**config.mk**
```make
export PLATFORM = sky130hd
export DESIGN_NAME = pmu_counter
export DESIGN_NICKNAME = d
export VERILOG_FILES = /design/src/rtl/pmu_counter.sv
export SDC_FILE = /design/constraint.sdc
export NUM_CORES = 1
export LEC_CHECK = 0
export BUFFER_PORTS_ARGS = -buffer_cell sky130_fd_sc_hd__clkbuf_2
export CAP_MARGIN = 20
export CORE_ASPECT_RATIO = 2
export CORE_MARGIN = 3
export CORE_UTILIZATION = 30
export CTS_BUF_LIST = sky130_fd_sc_hd__clkbuf_4 sky130_fd_sc_hd__clkbuf_8
export DETAILED_ROUTE_END_ITERATION = 10
export PLACE_DENSITY = 0.57
export SYNTH_ARGS = -nofsm -noshare
export SYNTH_HDL_FRONTEND = slang
export SYNTH_SLANG_ARGS = --single-unit
export TNS_END_PERCENT = 5
```
**constraint.sdc**
```tcl
create_clock -name clk -period 2.9 [get_ports clk]
set_input_delay 0.145 -clock clk [delete_from_list [all_inputs] [get_ports clk]]
set_output_delay 0.145 -clock clk [all_outputs]
set_load 0.05 [all_outputs]
```
**src/rtl/pmu_counter.sv**
```systemverilog
module pmu_counter #(
  parameter int NUM_CNT = 4,
  parameter int NUM_EVT = 8
) (
  input  logic               clk,
  input  logic               rst_n,
  input  logic               bus_we,
  input  logic               bus_re,
  input  logic [3:0]         bus_addr,
  input  logic [31:0]        bus_wdata,
  output logic [31:0]        bus_rdata,
  output logic               bus_rvalid,
  input  logic [NUM_EVT-1:0] evt_in,
  output logic               irq_out
);
  localparam logic [3:0] A_CTRL = 4'd0, A_ENS = 4'd1, A_ENC = 4'd2, A_IES = 4'd3,
                         A_IEC = 4'd4, A_OVF = 4'd5, A_SEL = 4'd6, A_EVC = 4'd7,
                         A_TYP = 4'd8, A_CYC = 4'd9;
  localparam logic [31:0] VALID = 32'h8000_0000 | ((32'd1 << NUM_CNT) - 32'd1);
  localparam int EW = 8;

  logic              glb_en;
  logic [31:0]       cnt_en, irq_en, ovf, ovf_set;
  logic [4:0]        sel;
  logic [31:0]       cyc;
  logic [NUM_CNT*32-1:0] ecnt_flat;
  logic [NUM_CNT*EW-1:0] etype_flat;
  logic [NUM_CNT-1:0]    ev_ovf;
  logic [255:0]      evt_ext;
  logic [31:0]       ev_rd, rd_mux;
  logic [EW-1:0]     et_rd;
  logic              cyc_wr, cyc_inc;

  assign evt_ext = {{(256-NUM_EVT){1'b0}}, evt_in};
  assign cyc_wr  = bus_we && bus_addr == A_CYC;
  assign cyc_inc = glb_en && cnt_en[31];
  assign irq_out = |(ovf & irq_en);

  for (genvar g = 0; g < NUM_CNT; g++) begin : g_ctr
    logic [31:0]   cnt;
    logic [EW-1:0] etype;
    logic          wr, inc;
    assign wr  = bus_we && bus_addr == A_EVC && sel == 5'(g);
    assign inc = glb_en && cnt_en[g] && evt_ext[etype];
    assign ev_ovf[g] = inc && !wr && (&cnt);
    assign ecnt_flat[g*32 +: 32] = cnt;
    assign etype_flat[g*EW +: EW] = etype;
    always_ff @(posedge clk) begin
      if (!rst_n) begin
        cnt   <= '0;
        etype <= '0;
      end else begin
        if (wr) cnt <= bus_wdata;
        else if (inc) cnt <= cnt + 32'd1;
        if (bus_we && bus_addr == A_TYP && sel == 5'(g)) etype <= bus_wdata[EW-1:0];
      end
    end
  end

  always_comb begin
    ovf_set = '0;
    ovf_set[31] = cyc_inc && !cyc_wr && (&cyc);
    for (int i = 0; i < NUM_CNT; i++) ovf_set[i] = ev_ovf[i];
  end

  always_comb begin
    ev_rd = '0;
    et_rd = '0;
    for (int i = 0; i < NUM_CNT; i++)
      if (sel == 5'(i)) begin
        ev_rd = ecnt_flat[i*32 +: 32];
        et_rd = etype_flat[i*EW +: EW];
      end
  end

  always_comb begin
    case (bus_addr)
      A_CTRL:       rd_mux = {16'b0, 5'(NUM_CNT), 10'b0, glb_en};
      A_ENS, A_ENC: rd_mux = cnt_en;
      A_IES, A_IEC: rd_mux = irq_en;
      A_OVF:        rd_mux = ovf;
      A_SEL:        rd_mux = {27'b0, sel};
      A_EVC:        rd_mux = ev_rd;
      A_TYP:        rd_mux = {24'b0, et_rd};
      A_CYC:        rd_mux = cyc;
      default:      rd_mux = '0;
    endcase
  end

  always_ff @(posedge clk) begin
    if (!rst_n) begin
      glb_en     <= 1'b0;
      cnt_en     <= '0;
      irq_en     <= '0;
      ovf        <= '0;
      sel        <= '0;
      cyc        <= '0;
      bus_rdata  <= '0;
      bus_rvalid <= 1'b0;
    end else begin
      if (bus_we && bus_addr == A_CTRL) glb_en <= bus_wdata[0];
      if (bus_we && bus_addr == A_ENS) cnt_en <= cnt_en | (bus_wdata & VALID);
      if (bus_we && bus_addr == A_ENC) cnt_en <= cnt_en & ~bus_wdata;
      if (bus_we && bus_addr == A_IES) irq_en <= irq_en | (bus_wdata & VALID);
      if (bus_we && bus_addr == A_IEC) irq_en <= irq_en & ~bus_wdata;
      if (bus_we && bus_addr == A_SEL) sel <= bus_wdata[4:0];
      ovf <= (ovf & ~((bus_we && bus_addr == A_OVF) ? bus_wdata : 32'd0)) | ovf_set;
      if (cyc_wr) cyc <= bus_wdata;
      else if (cyc_inc) cyc <= cyc + 32'd1;
      bus_rvalid <= bus_re;
      if (bus_re) bus_rdata <= rd_mux;
    end
  end


  cyc_wrap_chk: assert property (@(posedge clk) disable iff (!rst_n)
    $rose(ovf[31]) |-> $past(cyc) == 32'hFFFF_FFFF);

  gate_chk: assert property (@(posedge clk) disable iff (!rst_n)
    (!glb_en && !cyc_wr) |=> cyc == $past(cyc));

  wr_win_chk: assert property (@(posedge clk) disable iff (!rst_n)
    cyc_wr |=> cyc == $past(bus_wdata));

  mask_chk: assert property (@(posedge clk) disable iff (!rst_n)
    ((cnt_en | irq_en) & ~VALID) == 32'd0);

  irq_drop_chk: assert property (@(posedge clk) disable iff (!rst_n)
    (bus_we && bus_addr == A_OVF && (&bus_wdata) && ovf_set == 32'd0) |=> !irq_out);

  rvalid_chk: assert property (@(posedge clk) disable iff (!rst_n)
    bus_re |=> bus_rvalid);
endmodule

```
Yosys cells after proc, flatten, opt, wreduce, memory -nomap -nowiden
Cells that the tools add are included.
{"block": "word_totals", "ff_bits": 327, "latchBits": 0, "ram_bits": 0, "rom_bits": 0, "inputBits": 48, "output_inout_bits": 34, "elab_cells": 137, "n_memories": 0}
{"block": "classes", "add_sub_neg": 5, "mul": 0, "div_mod_pow": 0, "magnitude_cmp": 4, "eq_ne": 12, "shift": 0, "muxes": 32, "n_bitwise": 9, "n_reduce_logical": 59}
{"cell": "$mux 32", "count": 19}
{"cell": "$pmux 32 s8", "count": 1}
{"cell": "$add 32x1->32 const B", "count": 5}
{"cell": "$reduce_and 32->1", "count": 5}
{"cell": "$and 32x32->32", "count": 4}
{"cell": "$or 32x32->32", "count": 3}
{"cell": "$not 32->32", "count": 2}
{"cell": "$logic_and 1x1->1", "count": 37}
{"cell": "$lt 8x9->1 const B", "count": 4}
{"cell": "$bmux 1 s8", "count": 4}
{"cell": "$mux 8", "count": 4}
{"cell": "$reduce_or 32->1", "count": 1}
{"cell": "$eq 4x3->1 const B", "count": 4}
{"cell": "$reduce_bool 2->1", "count": 7}
{"cell": "$eq 5x2->1 const B", "count": 2}
{"cell": "$eq 4x2->1 const B", "count": 2}
{"cell": "$eq 4x4->1 const B", "count": 2}
{"cell": "$eq 5x1->1 const B", "count": 1}
{"cell": "$logic_not 1->1", "count": 5}
{"cell": "$logic_not 5->1", "count": 1}
{"cell": "$eq 4x1->1 const B", "count": 1}
{"cell": "$logic_not 4->1", "count": 1}
{"cell": "$mux 1", "count": 4}
{"cell": "$reduce_or 2->1", "count": 2}

Longest topological paths before layout
{"block": "logic_depth", "ltp_word": 7, "ltp_mapped": 9, "depth_no_buf": 6}

Least setup slack after synthesis
OpenSTA, ideal clock, no wires.
{"block": "synth_path", "path_type": "register -> register", "from": "register g_ctr[2].etype[3]", "to": "register g_ctr[2].cnt[31]", "setup_time_ns": 0.070, "t_arrival_ns": 2.084, "required_time_ns": 2.830, "slack_ns": 0.746, "stages_incl_launch_ff": 7, "path_buffers": 0, "period_less_slack_ns": 2.154, "cell_sequence": "dfxtp_1 > or4b_1 > a311o_2 > nor4_4 > nand4_1 > xor2_1 > a21oi_1"}
{"block": "synth_between", "elab_chain_cells": 4}
{"element": "from (decl)", "line_no": "41", "text": "logic [EW-1:0] etype;"}
{"element": "from (signal assigned)", "line_no": "55", "text": "if (bus_we && bus_addr == A_TYP && sel == 5'(g)) etype <= bus_wdata[EW-1:0];"}
{"element": "$bmux 1 s8", "line_no": "44", "text": "assign inc = glb_en && cnt_en[g] && evt_ext[etype];"}
{"element": "$mux 1 (not written as such)", "line_no": "44"}
{"element": "$logic_and 1x1->1", "line_no": "44"}
{"element": "$reduce_bool 2->1 (no source line)"}
{"element": "to (signal assigned)", "line_no": "53", "text": "if (wr) cnt <= bus_wdata;"}
{"element": "to (signal assigned)", "line_no": "54", "text": "else if (inc) cnt <= cnt + 32'd1;"}
{"element": "to (decl)", "line_no": "40", "text": "logic [31:0] cnt;"}
Every way passes these cells. The select of a mux whose other input is x is not followed.
A chain may end at the register's enable or synchronous reset.

Worst setup path in the final report
{"block": "layout_path", "from": "register ovf[11]", "to": "output irq_out"}
{"block": "layout_between", "elab_chain_cells": 2}
{"element": "from (decl)", "line_no": "23", "text": "logic [31:0] cnt_en, irq_en, ovf, ovf_set;"}
{"element": "from (signal assigned)", "line_no": "107", "text": "ovf <= (ovf & ~((bus_we && bus_addr == A_OVF) ? bus_wdata : 32'd0)) | ovf_set;"}
{"element": "$and 32x32->32", "line_no": "37", "text": "assign irq_out = |(ovf & irq_en);"}
{"element": "$reduce_or 32->1", "line_no": "37"}
{"element": "to (decl)", "line_no": "14", "text": "output logic irq_out"}
Every way passes these cells.

==> impl_metrics.ini <==
[synth]
syn-cell-area_um2 = 16700
synthCells = 2076
synth_edf_count = 0
yosysSeqAreaShare_pct = 39.2
ys_warn_count = 0
syn_nets = 2129
synth_cell_types = 64
async_flop_share_pct = 0
synth_seq_cells = 327
syn_area_per_cell_um2 = 8.04
synthFlopType = dfxtp_1

[worst_hold_path]
holdPathEnd = cnt_en[7]
hold_class = in -> reg
whs_path_depth = 3
worstHoldStart = bus_addr[2]

[timing]
tightest_slew_ps = 1030
setup_tns_ps = 0
slew_headroom_pct = 31.6
fmax_mhz = 368
grt_setup_unrepaired = false
final_max_slew_viol_count = 0
finalCritPeriodShare_pct = 93.7
setup_viol = 0
fin_skew_ps = 37.3
min_period_ps = 2720
hold_viol_final = 0

[cells_and_area]
post-route-util_pct = 35.5
final_common_cell = dfxtp_1
most-common-layout-cells = 326 x dfxtp_1, 272 x a21oi_1, 216 x o21ai_0, 200 x nand2_1, 132 x nor2_1
nets = 2205
drive_above_1_share_pct = 12.5
stdcell_count = 2927
area_growth_syn_to_layout_pct = 16.6
fillerInstances = 5792

[setup_path]
crit_fanout = 3
cp-end-kind = output port
cp.arrival_ps = 2570
r2r_setup_slack_ps = 400
start_kind = flip-flop
r2r-start = glb_en
cpPeakStageDelay_ps = 580
slowest_stage = or4_1
path_cells = a22o_1, a221oi_2, nand3_1, or4_1, clkbuf_2
crit_type = reg -> out
cp.required_ps = 2760
r2r-end = g_ctr[3].cnt[26]
rr_worst_depth = 8

[power]
ir_drop_v = 0.000279
p_leak_nw = 6.51
power.density_nw_per_um2 = 481

[routing]
dr.pass1.iters = 6
drc = 0
ant_nets = 0
vias_per_cell = 5.74
dr_total_vias = 16800
routedWlPerCell_um = 24.8
drt_first_iter_violations = 1384
routed_wl_um = 72500

[clock_tree]
numClockSinks = 327
cts_tree = done
clkLatencyLatePin_ps = 630
cts.clk_slew.worst_paths_ps = 70
clockRootBuffer = clkbuf_8
postCtsSetupRepairBufs = 0
clock_path_buffers = 3
cts_buffers = 48
cts_max_level = 2

[die]
die_y_um = 340
rows = 121
ios = 82
start_util_pct = 30.5
fp.dieW_um = 173
die_area_um2 = 58700
core_area_um2 = 54800

[placement]
portBuffers = 81
placed_cells = 2813
place.gp.congestion = 0.972
hpwl_um = 52800

[global_routing]
antenna_found_initial = 2
overflow = 0
grt_pass1_wl_um = 106000
grt_pass1_vias = 16600
grt_use_total_pct = 23.7
grt_max_degree = 99

[run]
cap_violations = 0

[status]
status = finished, final reports clean
==> kinds of logic (layout without fill, tap and decap cells) <==
family	after synthesis	after routing	share of synthesized area (%)
adder cells (fa/ha/maj)	5	5	0.375
XOR/XNOR	148	148	7.76
multiplexers	88	88	5.47
other	0	1	0
flip-flops	327	327	39.2
buffers and inverters	181	293	4.23
AND/OR/NAND/NOR	665	665	19.9
AO/OA/AOI/OAI	662	662	23.1
==> registers in the layout (all words and copies together), names as in the netlist, named ones only <==
signal / flops
bus_rvalid: 1
ovf: 32
cnt_en: 27
sel: 5
g_ctr.etype: 32
glb_en: 1
g_ctr.cnt: 128
bus_rdata: 32
cyc: 32
irq_en: 27
==> worst max-delay path by stage <==
stage,start,endpoint,slack (ps),cells past startpoint
floorplan,g_ctr[2].etype[3],g_ctr[2].cnt[31],750,6
global placement,flip-flop,ovf[0],480,8
detailed placement,glb_en,g_ctr[3].cnt[26],470,8
CTS,ovf[11],irq_out,50,5
global route,ovf[11],irq_out,110,5
finish,ovf[11],irq_out,180,5
==> power by group <==
part	leakage, nW	internal, mW	switching, mW
Clock	0.563	2.27	1.93
Sequential	2.64	4.52	0.0425
Combinational	3.31	0.164	0.441
==> through the flow <==
stage | power, mW | area, um^2 | setup slack (ps) | hold WS [ps]
floorplan | 4.92 | 16700 | 746 | 232
global placement | 5.22 | 18100 | 476 | 420
detailed placement | 5.22 | 18100 | 470 | 422
CTS | 9.42 | 19500 | 50.9 | 21.0
global route | 9.62 | 19500 | 114 | 56.8
finish | 9.37 | 19500 | 184 | 43.9
==> layout make-up <==
type / instances / area, um^2 / share of cell area, %
inverters: 25 / 93.8 / 0.482
diodes: 1 / 2.50 / 0.0129
clock inverters: 6 / 60.1 / 0.309
multi-input cells: 1568 / 9490 / 48.8
flip-flops and latches: 327 / 6550 / 33.6
well taps: 738 / 923 / 4.74
clock buffers: 80 / 1010 / 5.18
repair buffers: 182 / 1340 / 6.87
==> synth_stat cells, types with 3 or more instances <==
cell,number,area [um^2]
dfxtp_1,327,6550
a21oi_1,272,1360
o21ai_0,216,1080
nand2_1,203,762
clkbuf_1,147,552
nor2_1,134,503
mux2i_1,80,801
xor2_1,75,657
xnor2_1,73,639
nand4_1,65,407
nand3_1,63,315
a221oi_1,57,499
nor2b_1,37,231
nor3_1,35,175
and3_1,33,206
a22oi_1,26,195
inv_1,24,90.1
a31oi_1,21,131
and2_1,20,125
nor4_1,20,125
a211oi_1,15,113
and4_1,15,131
o22ai_1,14,87.6
a22o_1,13,114
nand3b_1,9,67.6
or3_1,8,50.1
buf_2,6,30.0
ha_1,5,62.6
a221o_1,4,40.0
a311oi_1,4,35.0
mux2_2,4,45.0
or2_2,4,25.0
nor4_2,3,37.5
o221ai_1,3,26.3
==> metal layers <==
metal,vias to the layer above,share of wire [%],global-route usage [%]
li1,7708,-,-
met1,7934,32,22.4
met2,801,49,42.0
met3,358,5.3,3.23
met4,2,13,24.9
met5,-,0.018,0
==> critical path, delay by kind of cell (launching register included) <==
kind	cells	cell delay, ps
AND/OR/NAND/NOR	2	780
AO/OA/AOI/OAI	2	550
flip-flops	1	340
buffers and inverters	1	270
==> repair_timing <==
item | CTS | global route
hold buffers | 27 | 0
endpoints found under the setup margin | 0 | 1
resized for setup | 0 | 1
hold endpoints to repair | 79 | 0
(Power assumes the default switching activity.)
